## src/rtl/ioc_regbank.sv

```systemverilog
module ioc_regbank #(
  parameter int AW      = 8,
  parameter int NCNT    = 4,
  parameter int KBD_BIT = 7
) (
  input  logic             clk,
  input  logic             rst_n,
  input  logic             bus_sel,
  input  logic             bus_wr,
  input  logic             bus_word,
  input  logic [AW-1:0]    bus_addr,
  input  logic [31:0]      bus_wdata,
  output logic [31:0]      bus_rdata,
  input  logic             sclk_lvl,
  input  logic             sdat_lvl,
  input  logic [7:0]       kbd_data,
  input  logic [7:0]       set_a,
  input  logic [7:0]       set_b,
  input  logic [7:0]       set_f,
  input  logic [16*NCNT-1:0] cnt_val,
  output logic             irq_o,
  output logic             fiq_o
);
  localparam logic [AW-1:0] OFS_CTL = AW'(8'h00);
  localparam logic [AW-1:0] OFS_KBD = AW'(8'h04);
  localparam logic [AW-1:0] OFS_SA  = AW'(8'h10);
  localparam logic [AW-1:0] OFS_RA  = AW'(8'h14);
  localparam logic [AW-1:0] OFS_MA  = AW'(8'h18);
  localparam logic [AW-1:0] OFS_SB  = AW'(8'h20);
  localparam logic [AW-1:0] OFS_RB  = AW'(8'h24);
  localparam logic [AW-1:0] OFS_MB  = AW'(8'h28);
  localparam logic [AW-1:0] OFS_SF  = AW'(8'h30);
  localparam logic [AW-1:0] OFS_RF  = AW'(8'h34);
  localparam logic [AW-1:0] OFS_MF  = AW'(8'h38);
  localparam int            CNT_BASE = 'h40;
  localparam logic [7:0]    KBD_MASK = 8'(1) << KBD_BIT;

  logic [7:0] ctl_q;
  logic [7:0] stat_a, stat_b, stat_f;
  logic [7:0] mask_a, mask_b, mask_f;
  logic [7:0] rd_byte;

  wire rd_en  = bus_sel & ~bus_wr;
  wire wr_en  = bus_sel &  bus_wr;
  wire kbd_rd = rd_en & (bus_addr == OFS_KBD);

  wire [7:0] req_a = stat_a & mask_a;
  wire [7:0] req_b = stat_b & mask_b;
  wire [7:0] req_f = stat_f & mask_f;
  wire [7:0] ctl_view = (ctl_q | 8'hC0) & ~{6'b0, sclk_lvl, sdat_lvl};

  wire unused_wdata = &{1'b0, bus_wdata[31:8]};

  assign irq_o = |{req_a, req_b};
  assign fiq_o = |req_f;

  always_comb begin
    rd_byte = 8'hFF;
    case (bus_addr)
      OFS_CTL: rd_byte = ctl_view;
      OFS_KBD: rd_byte = kbd_data;
      OFS_SA:  rd_byte = stat_a;
      OFS_RA:  rd_byte = req_a;
      OFS_MA:  rd_byte = mask_a;
      OFS_SB:  rd_byte = stat_b;
      OFS_RB:  rd_byte = req_b;
      OFS_MB:  rd_byte = mask_b;
      OFS_SF:  rd_byte = stat_f;
      OFS_RF:  rd_byte = req_f;
      OFS_MF:  rd_byte = mask_f;
      default: ;
    endcase
    for (int n = 0; n < NCNT; n++) begin
      if (bus_addr == AW'(CNT_BASE + 16 * n))
        rd_byte = cnt_val[16*n +: 8];
      if (bus_addr == AW'(CNT_BASE + 16 * n + 4))
        rd_byte = cnt_val[16*n+8 +: 8];
    end
  end

  always_ff @(posedge clk or negedge rst_n) begin
    if (!rst_n) begin
      bus_rdata <= '0;
    end else if (rd_en) begin
      bus_rdata <= bus_word ? {8'hFF, rd_byte, 16'hFFFF} : {24'h0, rd_byte};
    end
  end

  always_ff @(posedge clk or negedge rst_n) begin
    if (!rst_n) begin
      ctl_q  <= '0;
      mask_a <= '0;
      mask_b <= '0;
      mask_f <= '0;
    end else if (wr_en) begin
      case (bus_addr)
        OFS_CTL: ctl_q  <= bus_wdata[7:0];
        OFS_MA:  mask_a <= bus_wdata[7:0];
        OFS_MB:  mask_b <= bus_wdata[7:0];
        OFS_MF:  mask_f <= bus_wdata[7:0];
        default: ;
      endcase
    end
  end

  always_ff @(posedge clk or negedge rst_n) begin
    if (!rst_n) begin
      stat_a <= '0;
      stat_b <= '0;
      stat_f <= '0;
    end else begin
      stat_a <= stat_a | set_a;
      stat_b <= (stat_b & ~(kbd_rd ? KBD_MASK : 8'h00)) | set_b;
      stat_f <= stat_f | set_f;
    end
  end
endmodule


```

## config.mk

```make
export PLATFORM = sky130hd
export DESIGN_NAME = ioc_regbank
export DESIGN_NICKNAME = d
export VERILOG_FILES = /design/src/rtl/ioc_regbank.sv
export SDC_FILE = /design/constraint.sdc
export NUM_CORES = 1
export LEC_CHECK = 0
export ABC_AREA = 0
export BUFFER_PORTS_ARGS = -buffer_cell sky130_fd_sc_hd__buf_4
export CAP_MARGIN = 20
export CORE_ASPECT_RATIO = 0.8
export CORE_MARGIN = 1
export CORE_UTILIZATION = 40
export DETAILED_ROUTE_END_ITERATION = 10
export GPL_ROUTABILITY_DRIVEN = 0
export PLACE_DENSITY = 0.68
export SYNTH_ARGS = -nofsm -noshare
export SYNTH_HDL_FRONTEND = slang
export SYNTH_SLANG_ARGS = --single-unit
export TNS_END_PERCENT = 30
```

## constraint.sdc

```tcl
create_clock -name clk -period 2.1 [get_ports clk]
set_input_delay 0 -clock clk [delete_from_list [all_inputs] [get_ports clk]]
set_output_delay 0 -clock clk [all_outputs]
set_load 0.02 [all_outputs]
```

Word-level counts from Yosys, hierarchy flattened

Cells that the tools add are included.
Widths: inputs -> output; s select.

Input port bits: 143
Logic and storage cells: 58
Output and inout port bits: 34
Register bits after elaboration: 86

Reduce and logical (&&, ||, !) cells: 7
Bitwise logic cells: 14
Multiplexer cells: 11
Eq/ne operators: 18

Operator list:

| cell               | number |
|---|---|
| $pmux 8 s11        | 1 |
| $mux 8             | 9 |
| $eq 8x7->1 const B | 8 |
| $eq 8x6->1 const B | 6 |
| $and 8x8->8        | 5 |
| $mux 32            | 1 |
| $eq 8x5->1 const B | 3 |
| $or 8x8->8         | 3 |
| $reduce_or 16->1   | 1 |
| $eq 8x3->1 const B | 1 |
| $logic_not 8->1    | 1 |
| $not 2->8          | 1 |
| $not 8->8          | 1 |
| $reduce_and 2->1   | 4 |
| $reduce_or 8->1    | 1 |
| $and 1x1->1        | 3 |
| $not 1->1          | 1 |

Longest topological paths before layout

Gate-level depths: netlist (run 1).

Depth after elaboration: 12
Depth in mapped cells: 9
Mapped depth without buffers: 6

Worst setup path before layout (run 1)

No wires, ideal clock.

Path kind: input -> register
Start point: input port bus_addr[6]
End point: register bus_rdata[21]
Cell stages on the path: 7
Setup slack: 0.329 ns
Path buffers: 2
Arrival: 1.650 ns
Data required time: 1.979 ns
Cell sequence: buf_4 or2_1 buf_6 a2111oi_4 o21ai_2 o41a_1 a22o_1

Word-level cells in the longest chain between the ends: 11
Elaborated cells on any way between the ends: 29

Ends and longest elaborated chain:

| element                                  | line | source |
|---|---|---|
| start, declared                          | 11   | `input logic [AW-1:0] bus_addr,` |
| $eq 8x6->1, or another cell as far along | 59   | `case (bus_addr)` |
| $pmux 8 s11                              | 59   |  |
| $mux 8                                   | 74   | `if (bus_addr == AW'(CNT_BASE + 16 * n))` |
| $mux 8                                   | 76   | `if (bus_addr == AW'(CNT_BASE + 16 * n + 4))` |
| $mux 8                                   | 74   |  |
| $mux 8                                   | 76   |  |
| $mux 8                                   | 74   |  |
| $mux 8                                   | 76   |  |
| $mux 8                                   | 74   |  |
| $mux 8 *                                 | 76   |  |
| $mux 32 *                                | 85   | `bus_rdata <= bus_word ? {8'hFF, rd_byte, 16'hFFFF} : {24'h0, rd_byte};` |
| end signal, assigned                     | 85   |  |
| end, declared                            | 13   | `output logic [31:0] bus_rdata,` |

Every way passes the cells marked *; elsewhere a longest branch is shown, timed or not.
A chain may end at the register's enable or synchronous reset.

Final worst setup path (run 1)

Start point: register mask_a[7]
End point: register bus_rdata[23]

Word-level cells in the longest chain between the ends: 11

Ends and longest elaborated chain:

| element                | line | source |
|---|---|---|
| start, declared        | 40   | `logic [7:0] mask_a, mask_b, mask_f;` |
| start signal, assigned | 98   | `OFS_MA: mask_a <= bus_wdata[7:0];` |
| $and 8x8->8            | 47   | `wire [7:0] req_a = stat_a & mask_a;` |
| $pmux 8 s11 *          | 59   |  |
| $mux 8 *               | 74   |  |
| $mux 8 *               | 76   |  |
| $mux 8 *               | 74   |  |
| $mux 8 *               | 76   |  |
| $mux 8 *               | 74   |  |
| $mux 8 *               | 76   |  |
| $mux 8 *               | 74   |  |
| $mux 8 *               | 76   |  |
| $mux 32 *              | 85   |  |

Marks and branches as above.

==> flow_metrics.tcl, run 1 <==
set metrics [dict create \
    die_w_um 120 \
    setup_viol 0 \
    drv_slew 0 \
    htreeDepth 3 \
    cp_max_fo 4 \
    hold_class "in2reg" \
    p_per_area_nw_per_um2 617 \
    slew_headroom_pct 39.7 \
    cts.sinks 71 \
    antenna_found_initial 0 \
    synth.avg_cell_area_um2 10.1 \
    r2r_start "mask_a[7]" \
    ys_seq_area_share_pct 40.0 \
    drt_first_iter_violations 506 \
    status "finished clean" \
    die_height_um 96.2 \
    grt_pass1_wl_um 23900 \
    arrival_ps 2250 \
    area_growth_pct 44.2 \
    cts_buffer_depth 2 \
    irDropWorstVdd_uv 532 \
    ys_warn_count 0 \
    grt_pass1_vias 4389 \
    p_total_uw 3950 \
    clk_latency_ps 340 \
    hold_viol 0 \
    syn_nets 582 \
    cts_resized 0 \
    firstDrtPassIters 7 \
    synthCells 439 \
    die_area_um2 11500 \
    cts_inserted_buffers 9 \
    ant_nets 0 \
    critPathLaunchType "flip-flop" \
    num_io_pins 177 \
    clock-root-buffer "clkbuf_16" \
    hold_path_depth 4 \
    path_clk_slew_ps 60 \
    n_antenna_cell 0 \
    worst_slew_pin_slew_ps 904 \
    period_needed_ps 2030 \
    drt_wl_total_um 15700 \
    fin_nets 765 \
    leakagePower_uw 0.00271 \
    via_per_inst 5.94 \
    netlist_area_um2 4440 \
    core_area_um2 10800 \
    worst_ep_required_time_ps 2320 \
    grt-ovfl-total 0 \
    initial_core_util_pct 40.9 \
    wl_per_cell_um 20.4 \
    yosysUniqueCellTypes 65 \
    rows 34 \
    fmax_mhz 493 \
    final_cell_mix "180 x buf_4, 71 x dfrtp_1, 45 x mux2_2, 34 x dlygate4sd3_1, 25 x nand2_1" \
    synth_seq_cells 71 \
    fin_skew_ps 7.35 \
    hold_start "bus_wr" \
    r2r_cells 6 \
    drv_cap 0 \
    drive_gt1_share_pct 43.9 \
    path_class "reg2reg" \
    final_common_cell "buf_4" \
    drc_errors 0 \
    finalCritPeriodShare_pct 96.6 \
    hold_path_end "stat_b[7]" \
    synthArstFlopShare_pct 100 \
    rsz0062_at_grt "false" \
    cp-end-kind "flip-flop" \
    place_hpwl_um 11800 \
    ys.flop_type "dfrtp_1" \
    groute.usage.overall_pct 27.6 \
    cts_tree "built" \
    setup_tns_ps 0 \
    via_count 4577 \
    rr_endpoint "bus_rdata[23]" \
    rrSetupSlack_ps 70 \
    io_buffer_count 152 \
    synth-edff-count 0 \
    grt_max_degree 72 \
]
-- report_power, final --
group	total, uW	switching, uW	internal (uW)
logic	828	410	417
registers	1460	44.3	1410
clock network	1670	616	1050
-- cells in the mapped netlist (8+ instances only) --
cell | n | area (um2)
mux2i_1 | 11 | 110
mux2_2 | 45 | 507
nor2b_1 | 8 | 50.1
nand2_1 | 25 | 93.8
buf_2 | 13 | 65.1
a21oi_1 | 18 | 90.1
a22oi_1 | 17 | 128
dfrtp_1 | 71 | 1780
o21ai_0 | 16 | 80.1
a32oi_1 | 11 | 96.3
buf_4 | 16 | 120
or2_2 | 23 | 144
nand3_1 | 16 | 80.1
nand2b_1 | 9 | 56.3
nor2_1 | 17 | 63.8
o22ai_1 | 9 | 56.3
-- final cells by class --
cell class	count	area, um2
Tap cell	144	180
Inverter	5	18.8
Timing Repair Buffer	215	1710
Multi-Input combinational cell	320	2390
Clock inverter	7	103
Clock buffer	9	225
Fill cell	970	4440
Sequential cell	71	1780
-- flip-flops by register name (all words and copies together) (netlist names) --
name / count
bus_rdata: 17
mask_a: 8
mask_b: 8
mask_f: 8
stat_a: 8
stat_b: 8
stat_f: 8
ctl_q: 6
-- critical path, cell delays in order, from the launching register on --
cell and delay (ps):
dfrtp_1 400, mux2_2 280, a221oi_1 330, a2111oi_0 120, a211oi_1 380, o22ai_1 180, a22o_1 220
-- cells by family (layout without fill, tap and decap cells) --
| group | after synthesis | after routing | share of synthesized area [%] |
|---|---|---|---|
| AO/OA/AOI/OAI | 135 | 135 | 22.6 |
| AND/OR/NAND/NOR | 127 | 127 | 16.3 |
| flip-flops | 71 | 71 | 40.0 |
| multiplexers | 58 | 58 | 14.9 |
| buffers and inverters | 48 | 236 | 6.17 |
-- how the worst max path moves through the flow --
| stage | from | to | slack, ps |
|---|---|---|---|
| finish | mask_a[7] | bus_rdata[23] | 70 |
| global route | stat_b[0] | bus_rdata[16] | 70 |
| CTS | mask_a[7] | bus_rdata[23] | 120 |
| detailed placement | mask_a[7] | bus_rdata[23] | 140 |
| global placement | bus_addr[7] | bus_rdata[21] | 170 |
| floorplan | bus_addr[6] | bus_rdata[21] | 330 |
-- metal layers --
metal	wire, um	vias to the layer above	track usage, %	part of all wire, %
met2	7110	311	43.7	45
met4	433	0	11.6	2.8
met3	1810	54	7.05	12
li1	-	2043	-	-
met1	6340	2169	36.0	40
met5	0	-	0	0
-- per-stage QoR --
stage	hold slack (ps)	instances	util (%)	area, um2	setup slack, ps
2_1_floorplan	-296	439	-	4440	329
3_3_place_gp	167	721	52.9	5740	169
3_5_place_dp	184	721	52.9	5740	136
4_1_cts	136	771	59.0	6400	121
5_1_grt	183	771	59.0	6400	73.8
6_report	147	771	59.0	6400	71.9
-- what timing repair did --
action	4_1_cts	5_1_grt
buffers inserted	0	0
endpoints found under the hold margin	128	0
hold buffers	34	0
No activity file was read; power rests on OpenSTA's default activity.
==> inputs of run 2 (changes only) <==
--- a/config.mk
+++ b/config.mk
@@ -8,12 +8,12 @@
 export ABC_AREA = 0
 export BUFFER_PORTS_ARGS = -buffer_cell sky130_fd_sc_hd__buf_4
 export CAP_MARGIN = 20
-export CORE_ASPECT_RATIO = 0.8
 export CORE_MARGIN = 1
 export CORE_UTILIZATION = 40
 export DETAILED_ROUTE_END_ITERATION = 10
 export GPL_ROUTABILITY_DRIVEN = 0
 export PLACE_DENSITY = 0.68
+export SLEW_MARGIN = 20
 export SYNTH_ARGS = -nofsm -noshare
 export SYNTH_HDL_FRONTEND = slang
 export SYNTH_SLANG_ARGS = --single-unit
==> run 2 against run 1 <==
  * Final area shrank 1.3%
  * Sequential share of layout area grew 0.38 points
  * Worst hold slack lost 52 ps
  * Global-route usage grew 0.18 points
  * Sequential power is essentially flat
  * Fmax grew 1.4%
  * Clock-buffer cell count grew 3
  * Die area is essentially flat
  * Register-to-register slack gained 30 ps
  * Critical path type unchanged
  * Largest power group is now registers
  * Highest routed layer unchanged
==> flow_metrics.tcl, run 2 (synthesis gave the netlist of run 1 again) <==
set metrics [dict create \
    status "finished clean" \
    grt_pass1_wl_um 24100 \
    die_w_um 107 \
    core_area_um2 10800 \
    cts_tree "built" \
    crit_path_cell_trace "mux2_2 > a221oi_1 > a2111oi_0 > a211oi_1 > o22ai_1 > a22o_1" \
    fin_nets 773 \
    cp_max_fo 4 \
    hold_start "bus_sel" \
    firstDrtPassIters 5 \
    fmax_mhz 500 \
    worst_ep_required_time_ps 2340 \
    die_height_um 107 \
    slew_headroom_pct 41.9 \
    r2r_cells 6 \
    final_cell_mix "188 x buf_4, 71 x dfrtp_1, 45 x mux2_2, 35 x dlygate4sd3_1, 25 x nand2_1" \
    hold_path_depth 4 \
    io_buffer_count 152 \
    place_hpwl_um 11600 \
    grt_max_degree 72 \
    cts_resized 0 \
    num_io_pins 177 \
    via_count 4539 \
    clkPwrFrac_pct 32.0 \
    comb_power_share_pct 24.7 \
    hold_class "in2reg" \
    drc_errors 0 \
    rows 38 \
    via_per_inst 5.86 \
    initial_core_util_pct 41.0 \
    wl_per_cell_um 20.0 \
    largest_register_ffs 17 \
    area_growth_pct 42.3 \
    fin_skew_ps 9.58 \
    p_total_uw 3350 \
    groute.usage.overall_pct 27.8 \
    drive_gt1_share_pct 44.3 \
    drt_wl_total_um 15500 \
    cts_buffer_depth 2 \
    irDropWorstVdd_uv 306 \
    cts_inserted_buffers 9 \
    p_int_uw 2410 \
    path_class "reg2reg" \
    leakagePower_uw 0.00269 \
    die_area_um2 11500 \
    regMostFlops "bus_rdata" \
    path_clk_slew_ps 70 \
    grt-ovfl-total 0 \
    rr_endpoint "bus_rdata[23]" \
    p_switching_uw 945 \
    drv_slew 0 \
    swShare_pct 28.2 \
    clk_latency_ps 350 \
    p_per_area_nw_per_um2 531 \
    cts.sinks 71 \
    max_stage_delay_ps 420 \
    hold_viol 0 \
    worst_slew_pin_slew_ps 872 \
    antenna_found_initial 0 \
    n_antenna_cell 0 \
    rrSetupSlack_ps 100 \
    clock-root-buffer "clkbuf_8" \
    setup_tns_ps 0 \
    hold_path_end "bus_rdata[1]" \
    setup_viol 0 \
    critPathLaunchType "flip-flop" \
    period_needed_ps 2000 \
    p_seq_share_pct 43.3 \
    htreeDepth 3 \
    crit_slowest_cell "dfrtp_1" \
    cp-end-kind "flip-flop" \
    finalCritPeriodShare_pct 95.3 \
    ant_nets 0 \
    r2r_start "stat_a[7]" \
    rsz0062_at_grt "false" \
    grt_pass1_vias 4353 \
    arrival_ps 2240 \
    drv_cap 0 \
    final_common_cell "buf_4" \
    drt_first_iter_violations 500 \
]
[run 2: cell types whose count changed in the layout (fill, tap and decap cells not counted), moves of 2 or more]
cell | previous run | this run
clkbuf_8 | 0 | 10
clkinv_4 | 2 | 0
clkbuf_16 | 9 | 0
clkinv_2 | 0 | 3
inv_6 | 2 | 0
clkbuf_1 | 0 | 2
buf_4 | 180 | 188
[run 2: metrics by stage]
step           util (%)  instance area [um2]  cells  hold WS [ps]  setup slack [ps]
2_1_floorplan         -                 4440    439          -296               329
3_3_place_gp       53.3                 5780    724           156               111
3_5_place_dp       53.3                 5780    724           169              65.5
4_1_cts            58.3                 6320    775          84.6               112
5_1_grt            58.3                 6320    775           129              27.8
6_report           58.3                 6320    775          95.3              99.5
[run 2: final cells by class]
class                      instances  area (um2)
clock inverter                     4        45.0
multi-input combinational        320        2400
clock buffer                      12         145
timing repair buffer             223        1760
tap                              140         175
inverter                           5        18.8
sequential                        71        1780
fill                             931        4520
[run 2: timing repair]
action | CTS | global route
buffers inserted | 0 | 0
endpoints found under the hold margin | 130 | 0
hold buffers | 35 | 0
[run 2: power groups by stage]
stage	clock (uW)	sequential [uW]	combinational [uW]
after CTS	1090	1450	829
after global routing	1150	1460	891
after global placement	0	1480	764
after floorplan	0	1500	375
after detailed placement	0	1480	775
final	1070	1450	830
[run 2: worst max-delay path, delay by kind of cell (launching register included)]
family | cells | cell delay [ps]
compound gates | 5 | 1200
flops | 1 | 420
mux | 1 | 280
[run 2: routing by layer]
| layer | GRT usage, % | wire, um |
|---|---|---|
| met5 | 0 | 0 |
| met2 | 45.7 | 7190 |
| met4 | 11.8 | 550 |
| met3 | 4.60 | 1430 |
| met1 | 36.1 | 6360 |
[run 2: worst max-delay path by stage]
stage / slack (ps) / depth (start not counted) / from / to
final: 100 / 6 / stat_a[7] / bus_rdata[23]
after global routing: 30 / 6 / stat_f[0] / bus_rdata[0]
after CTS: 110 / 6 / stat_a[7] / bus_rdata[23]
after detailed placement: 70 / 8 / bus_addr[2] / bus_rdata[22]
after global placement: 110 / 8 / bus_addr[2] / bus_rdata[22]
after floorplan: 330 / 7 / bus_addr[6] / bus_rdata[21]
==> inputs of run 3 (changes only) <==
--- a/config.mk
+++ b/config.mk
@@ -9,10 +9,10 @@
 export BUFFER_PORTS_ARGS = -buffer_cell sky130_fd_sc_hd__buf_4
 export CAP_MARGIN = 20
 export CORE_MARGIN = 1
-export CORE_UTILIZATION = 40
+export CORE_UTILIZATION = 49
 export DETAILED_ROUTE_END_ITERATION = 10
 export GPL_ROUTABILITY_DRIVEN = 0
-export PLACE_DENSITY = 0.68
+export PLACE_DENSITY = 0.81
 export SLEW_MARGIN = 20
 export SYNTH_ARGS = -nofsm -noshare
 export SYNTH_HDL_FRONTEND = slang
==> run 3 against run 2 <==
  * Cell count down 5.4%
  * Sequential share of layout area increased by 0.31 points
  * Clock-buffer cell count fell by 1
  * Global-route usage grew 4.4 points
  * Register-to-register slack is essentially flat
  * Final area is 1.1% lower
  * Clock skew about the same
  * Routed wire length is 2.6% lower
  * Largest cell class unchanged
==> flow_metrics.tcl, run 3 (synthesis gave the netlist of run 1 again) <==
set metrics [dict create \
    status "finished clean" \
    p_per_area_nw_per_um2 548 \
    groute.usage.overall_pct 32.1 \
    layout.cells.non_filler 733 \
    cp-end-kind "flip-flop" \
    clk_latency_ps 350 \
    grt_most_used_layer "met2" \
    largest_register_ffs 17 \
    cts_buffer_depth 2 \
    worst_ep_required_time_ps 2340 \
    die_w_um 97.2 \
    setup_tns_ps 0 \
    htreeDepth 3 \
    gr-usage-met2_pct 51.9 \
    cp_max_fo 4 \
    rows 34 \
    drc_errors 0 \
    io_buffer_count 152 \
    area_growth_pct 40.7 \
    final_common_cell "buf_4" \
    fin_nets 763 \
    leakagePower_uw 0.00266 \
    die_area_um2 9450 \
    cts_tree "built" \
    path_clk_slew_ps 80 \
    setup_viol 0 \
    critPathLaunchType "flip-flop" \
    initial_core_util_pct 50.7 \
    final_cell_mix "176 x buf_4, 71 x dfrtp_1, 45 x mux2_2, 34 x dlygate4sd3_1, 25 x nand2_1" \
    drt_first_iter_violations 599 \
    cts.sinks 71 \
    drt_wl_total_um 15100 \
    grt-ovfl-total 0 \
    clock-root-buffer "clkbuf_8" \
    drv_cap 0 \
    place_hpwl_um 11000 \
    rsz0062_at_grt "false" \
    cts_inserted_buffers 9 \
    path_class "reg2reg" \
    core_area_um2 8760 \
    ant_nets 0 \
    finalCritPeriodShare_pct 95.9 \
    p_total_uw 3420 \
    hold_class "in2reg" \
    cts_resized 0 \
    antenna_found_initial 0 \
    n_antenna_cell 0 \
    slew_headroom_pct 40.1 \
    die_height_um 97.2 \
    grtUsageMet1_pct 41.5 \
    drv_slew 0 \
    grt_pass1_vias 4404 \
    regMostFlops "bus_rdata" \
    drive_gt1_share_pct 43.7 \
    num_io_pins 177 \
    dpl.cell_count 683 \
    arrival_ps 2250 \
    grt_use_met3_pct 8.56 \
    via_per_inst 6.33 \
    worst_slew_pin_slew_ps 899 \
    fin_skew_ps 9.89 \
    grt_max_degree 72 \
    wl_per_cell_um 20.6 \
    irDropWorstVdd_uv 350 \
    via_count 4642 \
    hold_viol 0 \
    fmax_mhz 496 \
    grt_pass1_wl_um 23800 \
    period_needed_ps 2010 \
    firstDrtPassIters 7 \
    fin_util_pct 71.3 \
]
## run 3: cell count changes in the layout (fill, tap and decap cells not counted)
cell	delta
clkbuf_1	-2
buf_4	-12
buf_12	+3
clkbuf_8	+1
clkinv_4	+1
clkinvlp_4	+1
dlygate4sd3_1	-1
nor4_1	+1
clkinv_2	-1
nor4_2	-1
## run 3: report_power, final
group          switching (uW)  internal (uW)  leakage (uW)  total [uW]
Sequential               44.5           1410      0.000808        1450
Combinational             409            421       0.00175         831
Clock                     528            611      0.000105        1140
Total                     982           2440       0.00266        3420
## run 3: cell type report
type	instances	area, um2
Clock buffer	11	151
Clock inverter	5	56.3
Fill cell	663	2510
Inverter	5	18.8
Multi-Input combinational cell	320	2390
Sequential cell	71	1780
Tap cell	108	135
Timing Repair Buffer	213	1720
## run 3: path summary, 6_finish.rpt
check | start | slack, ps | endpoint | cells after the start
min | bus_wr | 70 | bus_rdata[0] | 4
max in group asynchronous | rst_n | 1200 | bus_rdata[5] | 2
min in group asynchronous | rst_n | 310 | ctl_q[3] | 2
max reg2reg | mask_a[7] | 90 | bus_rdata[23] | 6
max | mask_a[7] | 90 | bus_rdata[23] | 6
min reg2reg | bus_rdata[17] | 500 | bus_rdata[17] | 2
## run 3: timing repair
| item | 4_1_cts | 5_1_grt |
|---|---|---|
| setup endpoints to repair | 0 | 0 |
| endpoints found under the hold margin | 131 | 0 |
| hold buffers | 34 | 0 |
| setup buffers | 0 | 0 |
## run 3: metrics by stage
stage               cell area [um2]  hold slack (ps)  worst slack (ps)
floorplan                      4440             -296               329
global placement               5700              160               147
detailed placement             5700              177               132
CTS                            6250             55.6               115
global route                   6250             74.9              6.51
finish                         6250             70.8              85.8
## run 3: layer usage
layer,part of all wire [%],wire length (um)
met5,0,0
met4,4.3,646
met3,11,1670
met2,47,7100
met1,38,5690
## run 3: critical path, stage by stage, from the launching register on
cell,delay (ps)
dfrtp_1,400
mux2_2,280
a221oi_1,320
a2111oi_0,120
a211oi_1,370
o22ai_1,180
a22o_1,230
